==> config.mk <==
export PLATFORM = sky130hd
export DESIGN_NAME = tcp_rx_consumer
export DESIGN_NICKNAME = d
export VERILOG_FILES = /design/src/rtl/tcp_rx_pkg.sv /design/src/rtl/tcp_rx_len_fifo.sv /design/src/rtl/tcp_rx_ctrl.sv /design/src/rtl/tcp_rx_datapath.sv /design/src/rtl/tcp_rx_consumer.sv
export SDC_FILE = /design/constraint.sdc
export NUM_CORES = 1
export LEC_CHECK = 0
export BUFFER_PORTS_ARGS = -buffer_cell sky130_fd_sc_hd__buf_2
export CORE_ASPECT_RATIO = 1.4
export CORE_MARGIN = 1
export CORE_UTILIZATION = 30
export DETAILED_ROUTE_END_ITERATION = 7
export PLACE_DENSITY_LB_ADDON = 0.1
export SLEW_MARGIN = 20
export SYNTH_ARGS = -nofsm -noshare
export SYNTH_HDL_FRONTEND = slang
export SYNTH_SLANG_ARGS = --single-unit
export TNS_END_PERCENT = 5
==> constraint.sdc <==
create_clock -name clk -period 3.79 [get_ports clk]
set_clock_uncertainty 0.1 [all_clocks]
set_input_delay 0.379 -clock clk [delete_from_list [all_inputs] [get_ports clk]]
set_output_delay 0.379 -clock clk [all_outputs]
set_load 0.005 [all_outputs]
==> src/rtl/tcp_rx_pkg.sv <==
package tcp_rx_pkg;

  // Externally visible link phase
  typedef enum logic [1:0] {
    ST_OPEN = 2'd0,
    ST_RUN  = 2'd1,
    ST_FAIL = 2'd2
  } linkStatus_e;

  // Control sequencer phases
  typedef enum logic [1:0] {
    C_LISTEN_REQ  = 2'd0,
    C_LISTEN_WAIT = 2'd1,
    C_RUN         = 2'd2,
    C_FAIL        = 2'd3
  } ctrlState_e;

  // Strobes from control to datapath
  typedef struct packed {
    logic pushLen;    // a read request completed its handshake this cycle
    logic payEnable;  // payload may be taken (link running)
  } ctrlStrobe_t;

endpackage

==> src/rtl/tcp_rx_len_fifo.sv <==
module tcp_rx_len_fifo #(
  parameter int W     = 16,
  parameter int DEPTH = 4
) (
  input  logic         clk,
  input  logic         rstN,
  input  logic         push,
  input  logic [W-1:0] din,
  input  logic         pop,
  output logic [W-1:0] dout,
  output logic         empty,
  output logic         full
);
  localparam int AW = (DEPTH > 1) ? $clog2(DEPTH) : 1;
  localparam int CW = $clog2(DEPTH + 1);

  logic [W-1:0]  mem [DEPTH];
  logic [AW-1:0] wrPtr;
  logic [AW-1:0] rdPtr;
  logic [CW-1:0] fill;

  logic doPush;
  logic doPop;

  assign empty  = (fill == '0);
  assign full   = (fill == CW'(DEPTH));
  assign doPush = push && !full;
  assign doPop  = pop && !empty;
  assign dout   = mem[rdPtr];

  // one storage cell per entry
  for (genvar g = 0; g < DEPTH; g++) begin : gCell
    always_ff @(posedge clk or negedge rstN) begin
      if (!rstN) begin
        mem[g] <= '0;
      end else if (doPush && (wrPtr == AW'(g))) begin
        mem[g] <= din;
      end
    end
  end

  always_ff @(posedge clk or negedge rstN) begin
    if (!rstN) begin
      wrPtr <= '0;
      rdPtr <= '0;
      fill  <= '0;
    end else begin
      if (doPush) begin
        wrPtr <= (wrPtr == AW'(DEPTH - 1)) ? '0 : wrPtr + 1'b1;
      end
      if (doPop) begin
        rdPtr <= (rdPtr == AW'(DEPTH - 1)) ? '0 : rdPtr + 1'b1;
      end
      case ({doPush, doPop})
        2'b10:   fill <= fill + 1'b1;
        2'b01:   fill <= fill - 1'b1;
        default: fill <= fill;
      endcase
    end
  end
endmodule

==> src/rtl/tcp_rx_ctrl.sv <==
module tcp_rx_ctrl
  import tcp_rx_pkg::*;
#(
  parameter int SESS_W = 16,
  parameter int LEN_W  = 16,
  parameter int PORT_W = 16
) (
  input  logic              clk,
  input  logic              rstN,
  input  logic [PORT_W-1:0] cfgPort,
  output logic              listenValid,
  output logic [PORT_W-1:0] listenPort,
  input  logic              listenReady,
  input  logic              listenRspValid,
  input  logic              listenRspOk,
  output logic              listenRspReady,
  input  logic              notifValid,
  input  logic [SESS_W-1:0] notifSession,
  input  logic [LEN_W-1:0]  notifLength,
  input  logic              notifClosed,
  output logic              notifReady,
  output logic              rdReqValid,
  output logic [SESS_W-1:0] rdReqSession,
  output logic [LEN_W-1:0]  rdReqLength,
  input  logic              rdReqReady,
  output logic              retireValid,
  output logic [SESS_W-1:0] retireSession,
  input  logic              lenFifoFull,
  output ctrlStrobe_t       strobe,
  output linkStatus_e       status
);
  ctrlState_e state;

  logic notifTake;
  logic wantRead;
  logic reqDone;

  assign listenValid    = (state == C_LISTEN_REQ);
  assign listenPort     = cfgPort;
  assign listenRspReady = (state == C_LISTEN_WAIT);
  assign notifReady     = (state == C_RUN) && !rdReqValid && !lenFifoFull;

  assign notifTake = notifValid && notifReady;
  assign wantRead  = notifTake && !notifClosed && (notifLength != '0);
  assign reqDone   = rdReqValid && rdReqReady;

  assign strobe.pushLen   = reqDone;
  assign strobe.payEnable = (state == C_RUN);

  always_comb begin
    case (state)
      C_RUN:   status = ST_RUN;
      C_FAIL:  status = ST_FAIL;
      default: status = ST_OPEN;
    endcase
  end

  // phase sequencer
  always_ff @(posedge clk or negedge rstN) begin
    if (!rstN) begin
      state <= C_LISTEN_REQ;
    end else begin
      case (state)
        C_LISTEN_REQ:  if (listenReady) state <= C_LISTEN_WAIT;
        C_LISTEN_WAIT: if (listenRspValid) state <= listenRspOk ? C_RUN : C_FAIL;
        default:       state <= state;
      endcase
    end
  end

  // read request holding register
  always_ff @(posedge clk or negedge rstN) begin
    if (!rstN) begin
      rdReqValid   <= 1'b0;
      rdReqSession <= '0;
      rdReqLength  <= '0;
    end else begin
      if (reqDone) begin
        rdReqValid <= 1'b0;
      end
      if (wantRead) begin
        rdReqValid   <= 1'b1;
        rdReqSession <= notifSession;
        rdReqLength  <= notifLength;
      end
    end
  end

  // session retire pulse
  always_ff @(posedge clk or negedge rstN) begin
    if (!rstN) begin
      retireValid   <= 1'b0;
      retireSession <= '0;
    end else begin
      retireValid <= notifTake && notifClosed;
      if (notifTake && notifClosed) begin
        retireSession <= notifSession;
      end
    end
  end
endmodule

==> src/rtl/tcp_rx_datapath.sv <==
module tcp_rx_datapath
  import tcp_rx_pkg::*;
#(
  parameter int LEN_W  = 16,
  parameter int KEEP_W = 64,
  parameter int DEPTH  = 4,
  parameter int CNT_W  = 32
) (
  input  logic              clk,
  input  logic              rstN,
  input  ctrlStrobe_t       strobe,
  input  logic [LEN_W-1:0]  pushLenValue,
  input  logic              payValid,
  input  logic [KEEP_W-1:0] payKeep,
  input  logic              payLast,
  output logic              payReady,
  output logic              lenFifoFull,
  output logic [CNT_W-1:0]  byteCount,
  output logic              lenError
);
  localparam int BB_W = $clog2(KEEP_W + 1);

  logic [LEN_W-1:0] headLen;
  logic             lenEmpty;
  logic             beatTake;
  logic [BB_W-1:0]  beatBytes;
  logic [LEN_W-1:0] beatExt;
  logic [LEN_W-1:0] remBytes;
  logic             inRead;
  logic [LEN_W-1:0] curRem;
  logic             expectEnd;

  function automatic logic [BB_W-1:0] countKeep(input logic [KEEP_W-1:0] k);
    logic [BB_W-1:0] n;
    n = '0;
    for (int i = 0; i < KEEP_W; i++) begin
      n = n + BB_W'(k[i]);
    end
    return n;
  endfunction

  tcp_rx_len_fifo #(
    .W     (LEN_W),
    .DEPTH (DEPTH)
  ) u_lenFifo (
    .clk   (clk),
    .rstN  (rstN),
    .push  (strobe.pushLen),
    .din   (pushLenValue),
    .pop   (beatTake && payLast),
    .dout  (headLen),
    .empty (lenEmpty),
    .full  (lenFifoFull)
  );

  assign payReady  = !lenEmpty && strobe.payEnable;
  assign beatTake  = payValid && payReady;
  assign beatBytes = countKeep(payKeep);
  assign beatExt   = LEN_W'(beatBytes);
  assign curRem    = inRead ? remBytes : headLen;
  assign expectEnd = (beatExt >= curRem);

  // bytes still owed for the read at the head of the queue
  always_ff @(posedge clk or negedge rstN) begin
    if (!rstN) begin
      remBytes <= '0;
      inRead   <= 1'b0;
    end else if (beatTake) begin
      if (payLast) begin
        inRead   <= 1'b0;
        remBytes <= '0;
      end else begin
        inRead   <= 1'b1;
        remBytes <= expectEnd ? '0 : (curRem - beatExt);
      end
    end
  end

  always_ff @(posedge clk or negedge rstN) begin
    if (!rstN) begin
      byteCount <= '0;
      lenError  <= 1'b0;
    end else if (beatTake) begin
      byteCount <= byteCount + CNT_W'(beatBytes);
      if (payLast != expectEnd) begin
        lenError <= 1'b1;
      end
    end
  end
endmodule

==> src/rtl/tcp_rx_consumer.sv <==
module tcp_rx_consumer
  import tcp_rx_pkg::*;
#(
  parameter int SESS_W    = 16,
  parameter int LEN_W     = 16,
  parameter int PORT_W    = 16,
  parameter int DATA_W    = 512,
  parameter int LEN_DEPTH = 4,
  parameter int CNT_W     = 32
) (
  input  logic                clk,
  input  logic                rstN,
  input  logic [PORT_W-1:0]   cfgPort,
  output logic                listenValid,
  output logic [PORT_W-1:0]   listenPort,
  input  logic                listenReady,
  input  logic                listenRspValid,
  input  logic                listenRspOk,
  output logic                listenRspReady,
  input  logic                notifValid,
  input  logic [SESS_W-1:0]   notifSession,
  input  logic [LEN_W-1:0]    notifLength,
  input  logic                notifClosed,
  output logic                notifReady,
  output logic                rdReqValid,
  output logic [SESS_W-1:0]   rdReqSession,
  output logic [LEN_W-1:0]    rdReqLength,
  input  logic                rdReqReady,
  input  logic                payValid,
  input  logic [DATA_W/8-1:0] payKeep,
  input  logic                payLast,
  output logic                payReady,
  output logic                retireValid,
  output logic [SESS_W-1:0]   retireSession,
  output logic [CNT_W-1:0]    byteCount,
  output logic                lenError,
  output logic [1:0]          status
);
  localparam int KEEP_W = DATA_W / 8;

  ctrlStrobe_t strobe;
  linkStatus_e linkStatus;
  logic        lenFifoFull;

  assign status = linkStatus;

  tcp_rx_ctrl #(
    .SESS_W (SESS_W),
    .LEN_W  (LEN_W),
    .PORT_W (PORT_W)
  ) u_ctrl (
    .clk            (clk),
    .rstN           (rstN),
    .cfgPort        (cfgPort),
    .listenValid    (listenValid),
    .listenPort     (listenPort),
    .listenReady    (listenReady),
    .listenRspValid (listenRspValid),
    .listenRspOk    (listenRspOk),
    .listenRspReady (listenRspReady),
    .notifValid     (notifValid),
    .notifSession   (notifSession),
    .notifLength    (notifLength),
    .notifClosed    (notifClosed),
    .notifReady     (notifReady),
    .rdReqValid     (rdReqValid),
    .rdReqSession   (rdReqSession),
    .rdReqLength    (rdReqLength),
    .rdReqReady     (rdReqReady),
    .retireValid    (retireValid),
    .retireSession  (retireSession),
    .lenFifoFull    (lenFifoFull),
    .strobe         (strobe),
    .status         (linkStatus)
  );

  tcp_rx_datapath #(
    .LEN_W  (LEN_W),
    .KEEP_W (KEEP_W),
    .DEPTH  (LEN_DEPTH),
    .CNT_W  (CNT_W)
  ) u_dp (
    .clk          (clk),
    .rstN         (rstN),
    .strobe       (strobe),
    .pushLenValue (rdReqLength),
    .payValid     (payValid),
    .payKeep      (payKeep),
    .payLast      (payLast),
    .payReady     (payReady),
    .lenFifoFull  (lenFifoFull),
    .byteCount    (byteCount),
    .lenError     (lenError)
  );
endmodule

### Yosys cells after proc, flatten, opt, wreduce, memory -nomap -nowiden

Cells that the tools add are included.

* flip-flop bits (word level): 173
* input bits: 122
* output and inout bits: 105
* logic and storage cells: 148

* add/subtract/negate cells: 69
* magnitude comparators: 2
* equal/unequal tests: 13
* muxes and demuxes: 17
* bitwise gates (word level): 1
* reductions and logical operators: 29

Operators with widths (count)
* $add A7 B1 Y7: 62
* $mux W16: 5
* $add A32 B7 Y32: 1
* $bmux W16 S2: 1
* $ge A7 B16 Y1: 1
* $logic_and A1 B1 Y1: 16
* $reduce_bool A16 Y1: 1
* $sub A16 B7 Y16: 1
* $eq A2 B2 Y1 const B: 6
* $mux W2: 4
* $pmux W2 S2: 2
* $eq A2 B1 Y1 const B: 3
* $pmux W3 S2: 1
* $reduce_bool A2 Y1: 3
* $add A2 B1 Y2 const B: 2
* $logic_not A1 Y1: 4
* $logic_not A2 Y1: 2
* $mux W1: 4
* $add A3 B1 Y3 const B: 1
* $eq A3 B3 Y1 const B: 1
* $ge A3 B3 Y1 const B: 1
* $logic_not A3 Y1: 1
* $not A2 Y3: 1
* $reduce_and A3 Y1: 1
* other kinds (6): 6

### Depth between registers and ports, before layout

* word-level depth: 66
* gate-level depth with buffers: 30

### Hierarchy

A second synthesis with hierarchy kept.

* cell total of the unflattened synthesis: 869
* area, all modules: 10538.9 um^2

By module, submodules not included
* tcp_rx_datapath: instances 1, cells an instance 531, area each 5042.3 um^2, seq. area each 1251.2 um^2
* tcp_rx_len_fifo: instances 1, cells an instance 195, area each 3213.1 um^2, seq. area each 1776.7 um^2
* tcp_rx_ctrl: instances 1, cells an instance 143, area each 2283.4 um^2, seq. area each 1301.2 um^2

### Worst setup path before layout

Ideal clock, no wire load.

* kind: input to register
* start point: in payKeep[0]
* end point: reg u_dp.byteCount[31]
* library setup time: 0.080 ns
* data arrival time: 7.440 ns
* slack: -3.830 ns
* cell stages on the path: 21
* buffers on the path: 0
* path through: ha_1 > inv_1 > fa_1 > fa_1 > fa_1 > fa_1 > fa_1 > fa_1 > fa_1 > fa_1 > fa_1 > fa_1 > inv_1 > ha_1 > a21o_1 > a21oi_1 > o21bai_1 > a2111oi_0 > nor3_1 > nand3_1 > xnor2_1

* cells in the longest elaborated chain, start to end: 64

RTL lines
* start: declaration: RTL line tcp_rx_consumer.sv:30 `input logic [DATA_W/8-1:0] payKeep,`
* $add A1 B1 Y2: RTL line tcp_rx_datapath.sv:37 `n = n + BB_W'(k[i]);`
* $add A7 B1 Y7 (62 in series): RTL line tcp_rx_datapath.sv:37
* $add A32 B7 Y32: RTL line tcp_rx_datapath.sv:84 `byteCount <= byteCount + CNT_W'(beatBytes);`
* end signal: assignment: RTL line tcp_rx_datapath.sv:84
* end: declaration: RTL line tcp_rx_datapath.sv:18 `output logic [CNT_W-1:0] byteCount,`

Every way passes these cells.
A chain may end at the register's enable or synchronous reset.

### Worst setup path after layout

* start point: in payKeep[1]
* end point: reg u_dp.remBytes[13]

* cells in the longest elaborated chain, start to end: 66

RTL lines
* $add A1 B1 Y2 *: RTL line tcp_rx_datapath.sv:37
* $add A7 B1 Y7 * (62 in series): RTL line tcp_rx_datapath.sv:37
* $sub A16 B7 Y16 or $ge A7 B16 Y1 (tied branches): RTL line tcp_rx_datapath.sv:74, tcp_rx_datapath.sv:61
* $mux W16 *: RTL line tcp_rx_datapath.sv:74 `remBytes <= expectEnd ? '0 : (curRem - beatExt);`
* $mux W16 *: RTL line tcp_rx_datapath.sv:69 `if (payLast) begin`
* end signal: assignment: RTL line tcp_rx_datapath.sv:74
* end: declaration: RTL line tcp_rx_datapath.sv:28 `logic [LEN_W-1:0] remBytes;`

Mark *: on every way between the ends. The rest lies on a longest branch, timed or not.

==> reports/metrics.cfg <==
[status]
outcome=complete, but fails checks
violations=negative setup slack

[layout]
layout-drive-gt1-share=0.414
regArea_um2=4330
final_cells=1573
area_delta_synth_final_pct=27.5
final_area_um2=12900
final_util=0.389
num_antenna_cells=0
multiInputGateArea_um2=5480
finalNetCount=1330
fillCellCount=3368

[route]
drcViolationCount=0
via_per_inst=4.44
drt_pass1_iterations=4
wire_per_inst_um=14.6
drt_wl_total_um=22900
num_vias=6982
ant_nets=0
drt_iter0_markers=185

[floorplanning]
io_pins=227
num_rows=79
dieArea_um2=34500
chipWidth_um=157
start_util=0.305
die_y_um=219
fp.coreArea_um2=33200

[sta]
worst_slew_pin_slew_ps=945
clock.fmax_mhz=142
setup_viol=49
finalWorstSetupSlack_ps=-3230
finalCritPeriodShare=1.85
drv_slew=0
period_needed_ps=7020
setup-tns-final_ps=-147470
relSlewSlack=0.369
hold_violations=0
rsz0062_at_grt=yes

[logic_synthesis]
dominantRegCellSynth=dfrtp_1
avgSynthCellArea_um2=11.6
syn_nets=1090
synth_edf_count=0
ys_types=62
yosys.area.top_type_share=0.428
synth.ff_latch_count=173
yosys.area.top_type=dfrtp_1
netlist_instances=875
synthArstFlopShare=1.00
syn_area_um2=10100
synth_area_leaders=dfrtp_1 (43%), mux2_2 (12%), fa_1 (11%)
ys_seq_area_frac=0.428
ys_warn_count=0

[clock_network]
clk_path_buf_depth=2
cts_root_buffer=clkbuf_16
htreeDepth=4
cts_tree=built
numCtsBuffers=17
clkLatencyLatePin_ps=440
numClockSinks=173
clk_pin_slew_ps=70

[placed_design]
port_buffers=194
place_area_um2=12100
gp_congestion=0.767
dpl.hpwl_um=17500
dpl.cell_count=1533

[grt]
grt_pass1_wl_um=37700
grt_start_max_net_pins=81
antenna_found_initial=0
grt_pass1_vias=7325
track_usage=0.142
grt_overflow_total=0

[setup_path]
worst_path_largest_cell_delay_ps=540
end_kind=flip-flop
critPathKind=in2reg
reg2reg_from=u_dp.u_lenFifo.rdPtr[0]
reg2reg_slack_ps=500
cp-start-kind=input pin
crit_path_top_delay_cell=fa_1
cp.required_ps=4040
cp-startpoint=payKeep[1]
path_max_fanout=14
cp_data_arrival_time_ps=7260
cpMostUsedCell=fa_1

[min_path]
holdCritPathClass=in2reg
holdCritStartpoint=rdReqReady

[flow_run]
cap_violations=0

area by class of cell:
type / count / share of cell area
inverters: 114 / 0.0331
well taps: 445 / 0.0431
flip-flops and latches: 173 / 0.335
repair buffers: 260 / 0.118
clock buffers: 19 / 0.0335
multi-input cells: 549 / 0.424
clock inverters: 13 / 0.0121
layout by cell type (no fill, tap or decap), types with 7 or more instances in the layout:
master     netlist  routed
buf_2            3     191
o21ai_1         10      15
and3_1           7       7
o21ai_0         19      14
mux4_2          12      12
xnor2_1         30      25
buf_4           17      61
nand3_1         16      13
dfrtp_1        173     173
clkbuf_16        0      17
xor2_1          16      16
nor2b_1          8       8
nor2_1          18      18
ha_4             0       9
mux2_2         108     108
nand4_1          7       7
inv_1          112     107
nand2_1        106     101
fa_1            57      52
a21oi_1         10       7
a21o_1          10      10
ha_1            36      27
cells by family (layout without fill, tap and decap cells):
family                     count (synthesis)  count (layout)  synth area share
and+or+nand+nor                          203             203            0.0948
xor gates and xnor gates                  46              46            0.0398
muxes                                    132             132             0.165
adders and majority gates                 93              93             0.157
buffers and inverters                    153             406            0.0641
AOI/OAI and AO/OA                         75              75            0.0515
DFF                                      173             173             0.428
per-layer routing:
| layer | track usage | wire, um | up-vias | part of all wire |
|---|---|---|---|---|
| met5 | 0 | 0 | - | 0 |
| met2 | 0.254 | 12100 | 130 | 0.53 |
| met4 | 0.0421 | 274 | 0 | 0.012 |
| met1 | 0.167 | 9620 | 3450 | 0.42 |
| li1 | - | - | 3385 | - |
| met3 | 0.0312 | 953 | 17 | 0.042 |
final timing paths:
kind | end | cells past startpoint
worst max-delay path | u_dp.remBytes[13] | 27
worst min-delay path | u_ctrl.rdReqValid | 2
worst max register to register | u_dp.remBytes[14] | 12
worst min register to register | u_ctrl.retireSession[6] | 2
max in group asynchronous | u_dp.u_lenFifo.mem[48] | 3
min in group asynchronous | u_ctrl.rdReqLength[14] | 2
synthesized netlist by cell type, types with 3 or more instances:
cell,n
mux4_1,3
nor3_1,10
xor2_1,16
nand3_1,16
a21o_1,10
buf_4,17
nand4_1,7
mux4_2,12
and4_1,5
buf_2,3
o21ai_1,10
nand2b_1,5
mux2_2,108
nor2_1,18
xnor2_1,30
dfrtp_1,173
fa_1,57
and3_1,7
inv_1,112
clkbuf_1,16
a21oi_1,10
nor4_1,7
mux2i_1,7
ha_1,36
nand2_1,106
nor2b_1,8
o21ai_0,19
and2_1,3
nor3b_1,4
critical path, delay by kind of cell:
| family | cells | cell delay [ps] |
|---|---|---|
| AND/OR/NAND/NOR | 4 | 510 |
| adder cells (fa/ha/maj) | 12 | 5090 |
| AO/OA/AOI/OAI | 6 | 850 |
| multiplexers | 1 | 110 |
| buffers and inverters | 4 | 340 |
metrics by stage:
stage                     hold slack (ps)  setup slack (ps)
after floorplan                     -16.6             -3420
after global placement                353             -3840
after detailed placement              357             -3900
after CTS                            5.90             -3270
after global routing                 28.8             -3500
final                                39.3             -3230
state kept, by name (all words and copies together) (netlist names), 2 cells and up:
name	count
u_ctrl.rdReqLength	16
u_ctrl.rdReqSession	16
u_ctrl.retireSession	16
u_ctrl.state	2
u_dp.byteCount	32
u_dp.remBytes	16
u_dp.u_lenFifo.fill	3
u_dp.u_lenFifo.mem	64
u_dp.u_lenFifo.rdPtr	2
u_dp.u_lenFifo.wrPtr	2
what timing repair did:
action | 4_1_cts | 5_1_grt
buffers inserted | 6 | 1
pin swaps | 22 | 4
gates resized for setup | 30 | 7
hold buffers | 1 | 0
setup endpoints to repair | 49 | 49
hold endpoints to repair | 78 | 0
Power is not shown: default switching activity piles up to over one toggle a cycle in this logic, so the estimate is an artifact.
